==> src/rtl/msq_pkg.sv <==
package msq_pkg;
  typedef enum logic {
    WALK_INV = 1'b0,
    WALK_WB  = 1'b1
  } walk_kind_e;
endpackage

==> src/rtl/msq_walker.sv <==
module msq_walker
  import msq_pkg::*;
#(
  parameter int NBLK = 64,
  parameter int IW   = (NBLK > 1) ? $clog2(NBLK) : 1
) (
  input  logic          clk,
  input  logic          rst,
  input  logic          start,
  input  walk_kind_e    start_kind,
  input  logic          m_ready,
  output logic          m_valid,
  output walk_kind_e    m_kind,
  output logic [IW-1:0] m_idx
);
  localparam logic [IW-1:0] LAST = IW'(NBLK - 1);

  always_ff @(posedge clk) begin
    if (rst) begin
      m_valid <= 1'b0;
      m_kind  <= WALK_INV;
      m_idx   <= '0;
    end else if (!m_valid) begin
      if (start) begin
        m_valid <= 1'b1;
        m_kind  <= start_kind;
        m_idx   <= '0;
      end
    end else if (m_ready) begin
      if (m_idx == LAST) m_valid <= 1'b0;
      else               m_idx   <= m_idx + 1'b1;
    end
  end

  // a stalled request keeps its index and kind
  assert_hold_R9: assert property (@(posedge clk) disable iff (rst)
    (m_valid && !m_ready) |=> (m_valid && $stable(m_idx) && $stable(m_kind)));

  assert_idx_range_R1: assert property (@(posedge clk) disable iff (rst)
    m_valid |-> (m_idx <= LAST));
endmodule

==> src/rtl/msq_outcnt.sv <==
module msq_outcnt #(
  parameter int MAXV = 128,
  parameter int W    = $clog2(MAXV + 1)
) (
  input  logic         clk,
  input  logic         rst,
  input  logic         inc,
  input  logic         dec,
  output logic [W-1:0] cnt,
  output logic         err
);
  logic take;
  assign take = dec && (cnt != '0);

  always_ff @(posedge clk) begin
    if (rst) begin
      cnt <= '0;
      err <= 1'b0;
    end else begin
      err <= dec && (cnt == '0);
      cnt <= cnt + W'(inc) - W'(take);
    end
  end

  assert_no_overflow_R10: assert property (@(posedge clk) disable iff (rst)
    cnt <= W'(MAXV));

  // acknowledgement at zero flags an error and keeps the count at zero
  assert_zero_ack_R8: assert property (@(posedge clk) disable iff (rst)
    (dec && !inc && cnt == '0) |=> (err && cnt == '0));
endmodule

==> src/rtl/maint_seq.sv <==
module maint_seq
  import msq_pkg::*;
#(
  parameter int NBLK = 64,
  parameter int NCTX = 4,
  localparam int IW   = (NBLK > 1) ? $clog2(NBLK) : 1,
  localparam int CW   = (NCTX > 1) ? $clog2(NCTX) : 1,
  localparam int CMAX = 2 * NBLK,
  localparam int CNTW = $clog2(CMAX + 1)
) (
  input  logic            clk,
  input  logic            rst,
  input  logic            req_valid,
  output logic            req_ready,
  input  logic            req_acq,
  input  logic            req_rel,
  input  logic            req_kern,
  input  logic [CW-1:0]   req_ctx,
  output logic            m_valid,
  input  logic            m_ready,
  output logic            m_wb,
  output logic [IW-1:0]   m_idx,
  input  logic            wb_ack,
  input  logic            inv_ack,
  output logic [CNTW-1:0] wb_out,
  output logic [CNTW-1:0] inv_out,
  output logic [NCTX-1:0] kend_done,
  output logic            ack_err
);
  walk_kind_e cur_kind, start_kind;
  logic inv_q, wb_q;
  logic wb_busy, inv_busy, acc;
  logic set_inv, set_wb, start_inv, start_wb;
  logic wb_fire, inv_fire, wb_err, inv_err;
  logic [NCTX-1:0] kend_pend, kend_add;

  assign m_wb     = (cur_kind == WALK_WB);
  assign wb_fire  = m_valid && m_ready && m_wb;
  assign inv_fire = m_valid && m_ready && !m_wb;

  assign wb_busy  = (wb_out != '0)  || wb_q  || (m_valid && m_wb);
  assign inv_busy = (inv_out != '0) || inv_q || (m_valid && !m_wb);

  assign req_ready = req_kern || (!wb_busy && !inv_q);
  assign acc       = req_valid && req_ready;

  always_comb begin
    set_inv  = 1'b0;
    set_wb   = 1'b0;
    kend_add = '0;
    if (acc) begin
      if (req_kern) begin
        set_inv = req_acq && (!wb_busy || !inv_busy);
        set_wb  = req_rel && !wb_busy;
        if (req_rel && int'(req_ctx) < NCTX) kend_add[req_ctx] = 1'b1;
      end else begin
        set_inv = req_acq;
        set_wb  = req_rel;
      end
    end
  end

  // invalidate walk first when both are queued
  assign start_inv  = !m_valid && inv_q && (inv_out <= CNTW'(NBLK));
  assign start_wb   = !m_valid && !inv_q && wb_q;
  assign start_kind = start_inv ? WALK_INV : WALK_WB;

  always_ff @(posedge clk) begin
    if (rst) begin
      inv_q     <= 1'b0;
      wb_q      <= 1'b0;
      kend_pend <= '0;
      kend_done <= '0;
    end else begin
      inv_q <= (inv_q && !start_inv) || set_inv;
      wb_q  <= (wb_q && !start_wb) || set_wb;
      if (!wb_busy && kend_pend != '0) begin
        kend_done <= kend_pend;
        kend_pend <= kend_add;
      end else begin
        kend_done <= '0;
        kend_pend <= kend_pend | kend_add;
      end
    end
  end

  msq_walker #(.NBLK(NBLK), .IW(IW)) u_walker (
    .clk(clk), .rst(rst),
    .start(start_inv || start_wb), .start_kind(start_kind),
    .m_ready(m_ready), .m_valid(m_valid), .m_kind(cur_kind), .m_idx(m_idx)
  );

  msq_outcnt #(.MAXV(CMAX), .W(CNTW)) u_wb_cnt (
    .clk(clk), .rst(rst), .inc(wb_fire), .dec(wb_ack), .cnt(wb_out), .err(wb_err)
  );

  msq_outcnt #(.MAXV(CMAX), .W(CNTW)) u_inv_cnt (
    .clk(clk), .rst(rst), .inc(inv_fire), .dec(inv_ack), .cnt(inv_out), .err(inv_err)
  );

  assign ack_err = wb_err || inv_err;

  assert_issue_gate_R4: assert property (@(posedge clk) disable iff (rst)
    (wb_out != '0 && !req_kern) |-> !req_ready);

  assert_kend_drained_R6: assert property (@(posedge clk) disable iff (rst)
    (kend_done != '0) |-> (wb_out == '0));

  assert_kern_ready_R4: assert property (@(posedge clk) disable iff (rst)
    req_kern |-> req_ready);

  assert_inv_start_R10: assert property (@(posedge clk) disable iff (rst)
    ($rose(m_valid) && !m_wb) |-> ($past(inv_out) <= CNTW'(NBLK)));
endmodule

==> config.mk <==
export PLATFORM = sky130hd
export DESIGN_NAME = maint_seq
export DESIGN_NICKNAME = d
export VERILOG_FILES = /design/src/rtl/msq_pkg.sv /design/src/rtl/msq_walker.sv /design/src/rtl/msq_outcnt.sv /design/src/rtl/maint_seq.sv
export SDC_FILE = /design/constraint.sdc
export NUM_CORES = 1
export LEC_CHECK = 0
export ABC_AREA = 1
export ABC_CLOCK_PERIOD_IN_PS = 7360
export CORE_MARGIN = 4
export CORE_UTILIZATION = 56
export DETAILED_ROUTE_END_ITERATION = 12
export PLACE_DENSITY = 0.83
export SLEW_MARGIN = 0
export SYNTH_ARGS = -nofsm -noshare
export SYNTH_HDL_FRONTEND = slang
export SYNTH_SLANG_ARGS = --single-unit
==> constraint.sdc <==
create_clock -name clk -period 7.36 [get_ports clk]
set_clock_uncertainty 0.2 [all_clocks]
set_input_delay 1.104 -clock clk [delete_from_list [all_inputs] [get_ports clk]]
set_output_delay 1.104 -clock clk [all_outputs]
set_load 0.005 [all_outputs]
Word level (Yosys, flattened, before mapping)
Cells that the tools add are included.
{"block": "totals", "word_cells": 91, "in_bits": 11, "regBits": 36, "out_inout_bits": 30}
{"block": "classes", "n_mux": 19, "add_sub_neg": 5, "bitwise": 3, "n_reduce_logical": 47, "order_cmp": 3, "n_eq_ne": 3}
{"operator": "6-bit 2-to-1 mux", "n": 4}
{"operator": "1-bit logical AND", "n": 21}
{"operator": "8-bit by 1-bit adder with 8-bit output", "n": 2}
{"operator": "8-bit zero test", "n": 2}
{"operator": "4-bit 2-to-1 mux", "n": 4}
{"operator": "8-bit nonzero test", "n": 2}
{"operator": "8-bit by 1-bit subtractor with 8-bit output", "n": 2}
{"operator": "1-bit logical OR", "n": 10}
{"operator": "1-bit 2-to-1 mux", "n": 10}
{"operator": "8-bit by 7-bit less-or-equal comparator with 1-bit output, second input constant", "n": 1}
{"operator": "1-bit zero test", "n": 7}
{"operator": "6-bit by 1-bit adder with 6-bit output, second input constant", "n": 1}
{"operator": "6-bit == test, second input constant", "n": 1}
{"operator": "2-bit inequality test, second input constant", "n": 2}
{"operator": "4-bit OR", "n": 1}
{"operator": "4-bit nonzero test", "n": 1}
{"operator": "2-bit by 3-bit less-than comparator with 1-bit output, second input constant", "n": 1}
{"operator": "3-bit AND reduction", "n": 1}
{"operator": "1-bit demux with 2-bit select", "n": 1}
{"operator": "2-bit by 1-bit greater-or-equal comparator with 1-bit output, second input constant", "n": 1}
{"operator": "1-bit inverter", "n": 2}
{"operator": "2-bit AND reduction", "n": 1}
{"operator": "2-bit nonzero test", "n": 1}
{"operator": "2-bit OR reduction", "n": 1}

Depth between registers and ports, before layout
{"block": "depth", "depth_word": 10, "mapped_depth": 17, "mapped_depth_nobuf": 17}

Hierarchy
From an unflattened synthesis, not the netlist that was laid out.
{"block": "hier_totals", "cells_unflattened": 338, "hier_area_um2": 2278.4}
{"mod": "msq_outcnt", "cells_per_inst": 95, "seq_area_each_um2": 180.2, "area_each_um2": 646.9, "instances": 2}
{"mod": "maint_seq", "cells_per_inst": 82, "seq_area_each_um2": 200.2, "area_each_um2": 541.8, "instances": 1}
{"mod": "msq_walker", "cells_per_inst": 66, "seq_area_each_um2": 160.2, "area_each_um2": 442.9, "instances": 1}

Least setup slack after synthesis
No wires, ideal clock.
{"block": "synth_path", "kind": "in2reg", "start": "in wb_ack", "end": "reg u_wb_cnt.cnt[4]", "cell_stages": 12, "setup_slack_ns": 4.588, "t_required_ns": 7.090, "path_buffers": 0, "t_arrival_ns": 2.502, "setup_ns": 0.070, "path_cell_list": "inv_1 nor2_1 ha_1 inv_1 ha_1 inv_1 fa_1 nor2_1 o21ai_0 nand2_1 o21ai_0 a21oi_1"}
{"block": "synth_via", "elab_chain_len": 2}
{"item": "from (decl)", "line_no": "maint_seq.sv:23", "rtl": "input logic wb_ack,"}
{"item": "1-bit logical AND", "line_no": "msq_outcnt.sv:13", "rtl": "assign take = dec && (cnt != '0);"}
{"item": "8-bit by 1-bit subtractor with 8-bit output", "line_no": "msq_outcnt.sv:21", "rtl": "cnt <= cnt + W'(inc) - W'(take);"}
{"item": "to (signal assigned)", "line_no": "msq_outcnt.sv:21"}
{"item": "to (decl)", "line_no": "msq_outcnt.sv:9", "rtl": "output logic [W-1:0] cnt,"}
No other way between the ends.
A chain may end at the register's enable or synchronous reset.

Worst setup path after layout
{"block": "layout_path", "start": "in req_kern", "end": "out req_ready"}
{"block": "layout_via", "elab_chain_len": 1}
{"item": "from (decl)", "line_no": "maint_seq.sv:17", "rtl": "input logic req_kern,"}
{"item": "1-bit logical OR", "line_no": "maint_seq.sv:44", "rtl": "assign req_ready = req_kern || (!wb_busy && !inv_q);"}
{"item": "to (decl)", "line_no": "maint_seq.sv:14", "rtl": "output logic req_ready,"}
No other way between the ends.

==> run_results.csv <==
group,metric,value,unit
status,outcome,"finished clean",
timing,finalHoldViolCount,0,
timing,fin_crit,3.65,ns
placement,globalplace.congestion,0.844,
timing,drv_slew,0,
timing,timing.final.ws_setup,3.71,ns
hold_path,holdCritPathClass,"flop to flop",
cells_and_area,final_common_cell,"inv_1",
cells_and_area,area_growth,25.6,%
floorplan,fp.coreArea,0.00372,mm^2
global_routing,grt_antenna_before_repair,0,
logic_synthesis,syn_inst,308,
routing,drc,0,
floorplan,die_x,70.5,um
placement,dp.final_hpwl,3590,um
hold_path,hold_path_depth,2,
floorplan,ios,41,
floorplan,die_area,0.00498,mm^2
placement,dp_slack,3.73,ns
clocking,path_clk_slew,0.08,ns
critical_path,r2r_slack,4.63,ns
pwr,power_density,375,mW/mm^2
logic_synthesis,syn_nets,346,
timing,rsz0062_at_grt,"no",
critical_path,critPathBufInv,3,
critical_path,r2r_cells,17,
global_routing,grt_max_degree,19,
logic_synthesis,netlist_area,0.00219,mm^2
timing,period_share,49.6,%
logic_synthesis,yosysWarnings,0,
timing,setup_violations,0,
critical_path,crit_path_end_kind,"output port",
hold_path,min_to,"kend_done[0]",
timing,maxSlewHeadroom,54.2,%
clocking,numCtsBuffers,5,
logic_synthesis,synthDistinctLibCells,28,
cells_and_area,drive_gt1_share,6.80,%
global_routing,grt_pass1_wl,8090,um
critical_path,crit_chain,"clkdlybuf4s50_1 > inv_1 > nand2_2 > clkdlybuf4s50_1",
critical_path,rr_startpoint,"u_inv_cnt.cnt[4]",
logic_synthesis,ys_ff_latch,36,
critical_path,critPathKind,"primary input to output port",
clocking,clk_latency,0.30,ns
routing,postRouteWirelength,4620,um
clocking,cts_tree,"built",
timing,whs,0.256,ns
floorplan,rows,22,
critical_path,start_kind,"primary input",
clocking,post_cts_resize_count,0,
timing,maxClockFrequency,274,MHz
placement,port_buffers,40,
routing,drt-pass1-iter-count,4,
critical_path,crit_family,"buffers and inverters",
global_routing,grt-ovfl-total,0,
clocking,htreeDepth,2,
global_routing,grt_pass1_vias,1976,
pwr,total_leakage_power,0.00126,uW
routing,vias,2104,
hold_path,worstHoldStart,"kend_pend[0]",
clocking,clock_path_buffers,2,
critical_path,cp_data_required_time,6.06,ns
critical_path,cp_slowest_cell,"clkdlybuf4s50_1",
clocking,cts_setup_buffers,0,
critical_path,cpMostUsedCell,"clkdlybuf4s50_1",
cells_and_area,layout.nets,390,
timing,tightest_slew,0.684,ns
timing,finalSetupTns,0,ns
clocking,clock-sinks,36,
critical_path,slowest_delay,0.53,ns
critical_path,worstSetupPathDepth,4,
floorplan,fp.dieH,70.5,um
floorplan,start_util,59.0,%
logic_synthesis,avgSynthCellArea,7.11,um^2
critical_path,crit_fanout,6,
routing,routed_via_density,5.25,
logic_synthesis,yosysSeqAreaShare,32.9,%
flow_run,maxCapViolCount,0,
critical_path,timing.rr.end,"u_inv_cnt.cnt[4]",
cells_and_area,final_util,74.1,%
clocking,ctsHoldBuffers,0,
global_routing,track_usage,19.8,%
pwr,ir_drop,0.278,mV
routing,wire_per_inst,11.5,um
clocking,cts_root_buf,"clkbuf_8",
cells_and_area,fin_area,0.00275,mm^2
cells_and_area,final_cell_mix,"56 x inv_1, 48 x nand2_1, 41 x nor2_1",
cells_and_area,num_antenna_cells,0,
routing,drt_iter0_drc,172,
critical_path,arrival,2.35,ns
placement,place_area,0.00264,mm^2
routing,antenna_left,0,
## cell families (layout without fill, tap and decap cells)
family                     Yosys count  count (layout)  share of synthesized area, %
and+or+nand+nor                    132             132                          27.4
buffers and inverters               63             108                          10.9
AOI/OAI and AO/OA                   49              49                          12.3
DFF                                 36              36                          32.9
adders and majority gates           27              27                          16.1
xor gates and xnor gates             1               1                         0.400
## report_power, final
part           internal (uW)  leakage (uW)  total [uW]  switching, uW
Sequential               242      0.000295         282           40.0
Clock                    102     0.0000548         180           78.3
Combinational            252      0.000905         571            319
## cell usage after synthesis
cell type   n  area (um^2)
inv_1      56          210
o21bai_1    3         22.5
nor4_1      1         6.26
dfxtp_1    36          721
a21oi_1    26          130
inv_2       4         15.0
nor3b_1     2         15.0
o21ai_0    15         75.1
or2_2       2         12.5
buf_2       2         10.0
xor2_1      1         8.76
nand3b_1    1         7.51
nor2_1     41          154
o2111ai_1   1         8.76
nand2_1    48          180
nand2_4     1         11.3
o31ai_2     1         12.5
nand3_4     1         17.5
buf_1       1         3.75
nand3_1    19         95.1
nand4_1     9         56.3
fa_1        2         40.0
nor2_2      4         25.0
o21a_1      1         7.51
a31oi_1     1         6.26
ha_1       25          313
nand2_2     3         18.8
a21o_1      1         7.51
## worst max path at each step
stage | to | slack, ns | start
detailed placement | req_ready | 3.73 | req_kern
floorplan | u_wb_cnt.cnt[4] | 4.59 | wb_ack
CTS | req_ready | 3.71 | req_kern
finish | req_ready | 3.71 | req_kern
global placement | req_ready | 3.75 | req_kern
global route | req_ready | 3.62 | req_kern
## flip-flops by register name, indices dropped and copies added, names as in the netlist
register          flops
u_walker.m_valid      1
u_walker.m_kind       1
kend_done             4
u_walker.m_idx        6
u_wb_cnt.cnt          8
inv_q                 1
kend_pend             4
u_inv_cnt.cnt         8
u_inv_cnt.err         1
wb_q                  1
u_wb_cnt.err          1
## metal layers
metal	vias to the layer above	share of wire (%)	GRT usage [%]
met1	957	43	23.0
met5	-	0	0
li1	1072	-	-
met4	0	1.7	7.31
met2	64	49	34.6
met3	11	6.0	5.68
## worst min-delay path: stages, from the launching register on
cell     delay [ns]
dfxtp_1        0.32
inv_1          0.06
nor2_1         0.04
## area by class of cell
type	count	area [um^2]
well taps	48	60.1
inverters	60	225
multi-input cells	209	1230
clock inverters	3	46.3
flip-flops and latches	36	721
fillers	309	963
clock buffers	5	68.8
repair buffers	40	400
## per-stage QoR
step,instances,total power (uW)
2_1_floorplan,308,668
3_3_place_gp,393,834
3_5_place_dp,393,852
4_1_cts,401,1040
5_1_grt,401,1140
6_report,401,1030
Power figures use the tool's default switching activity.
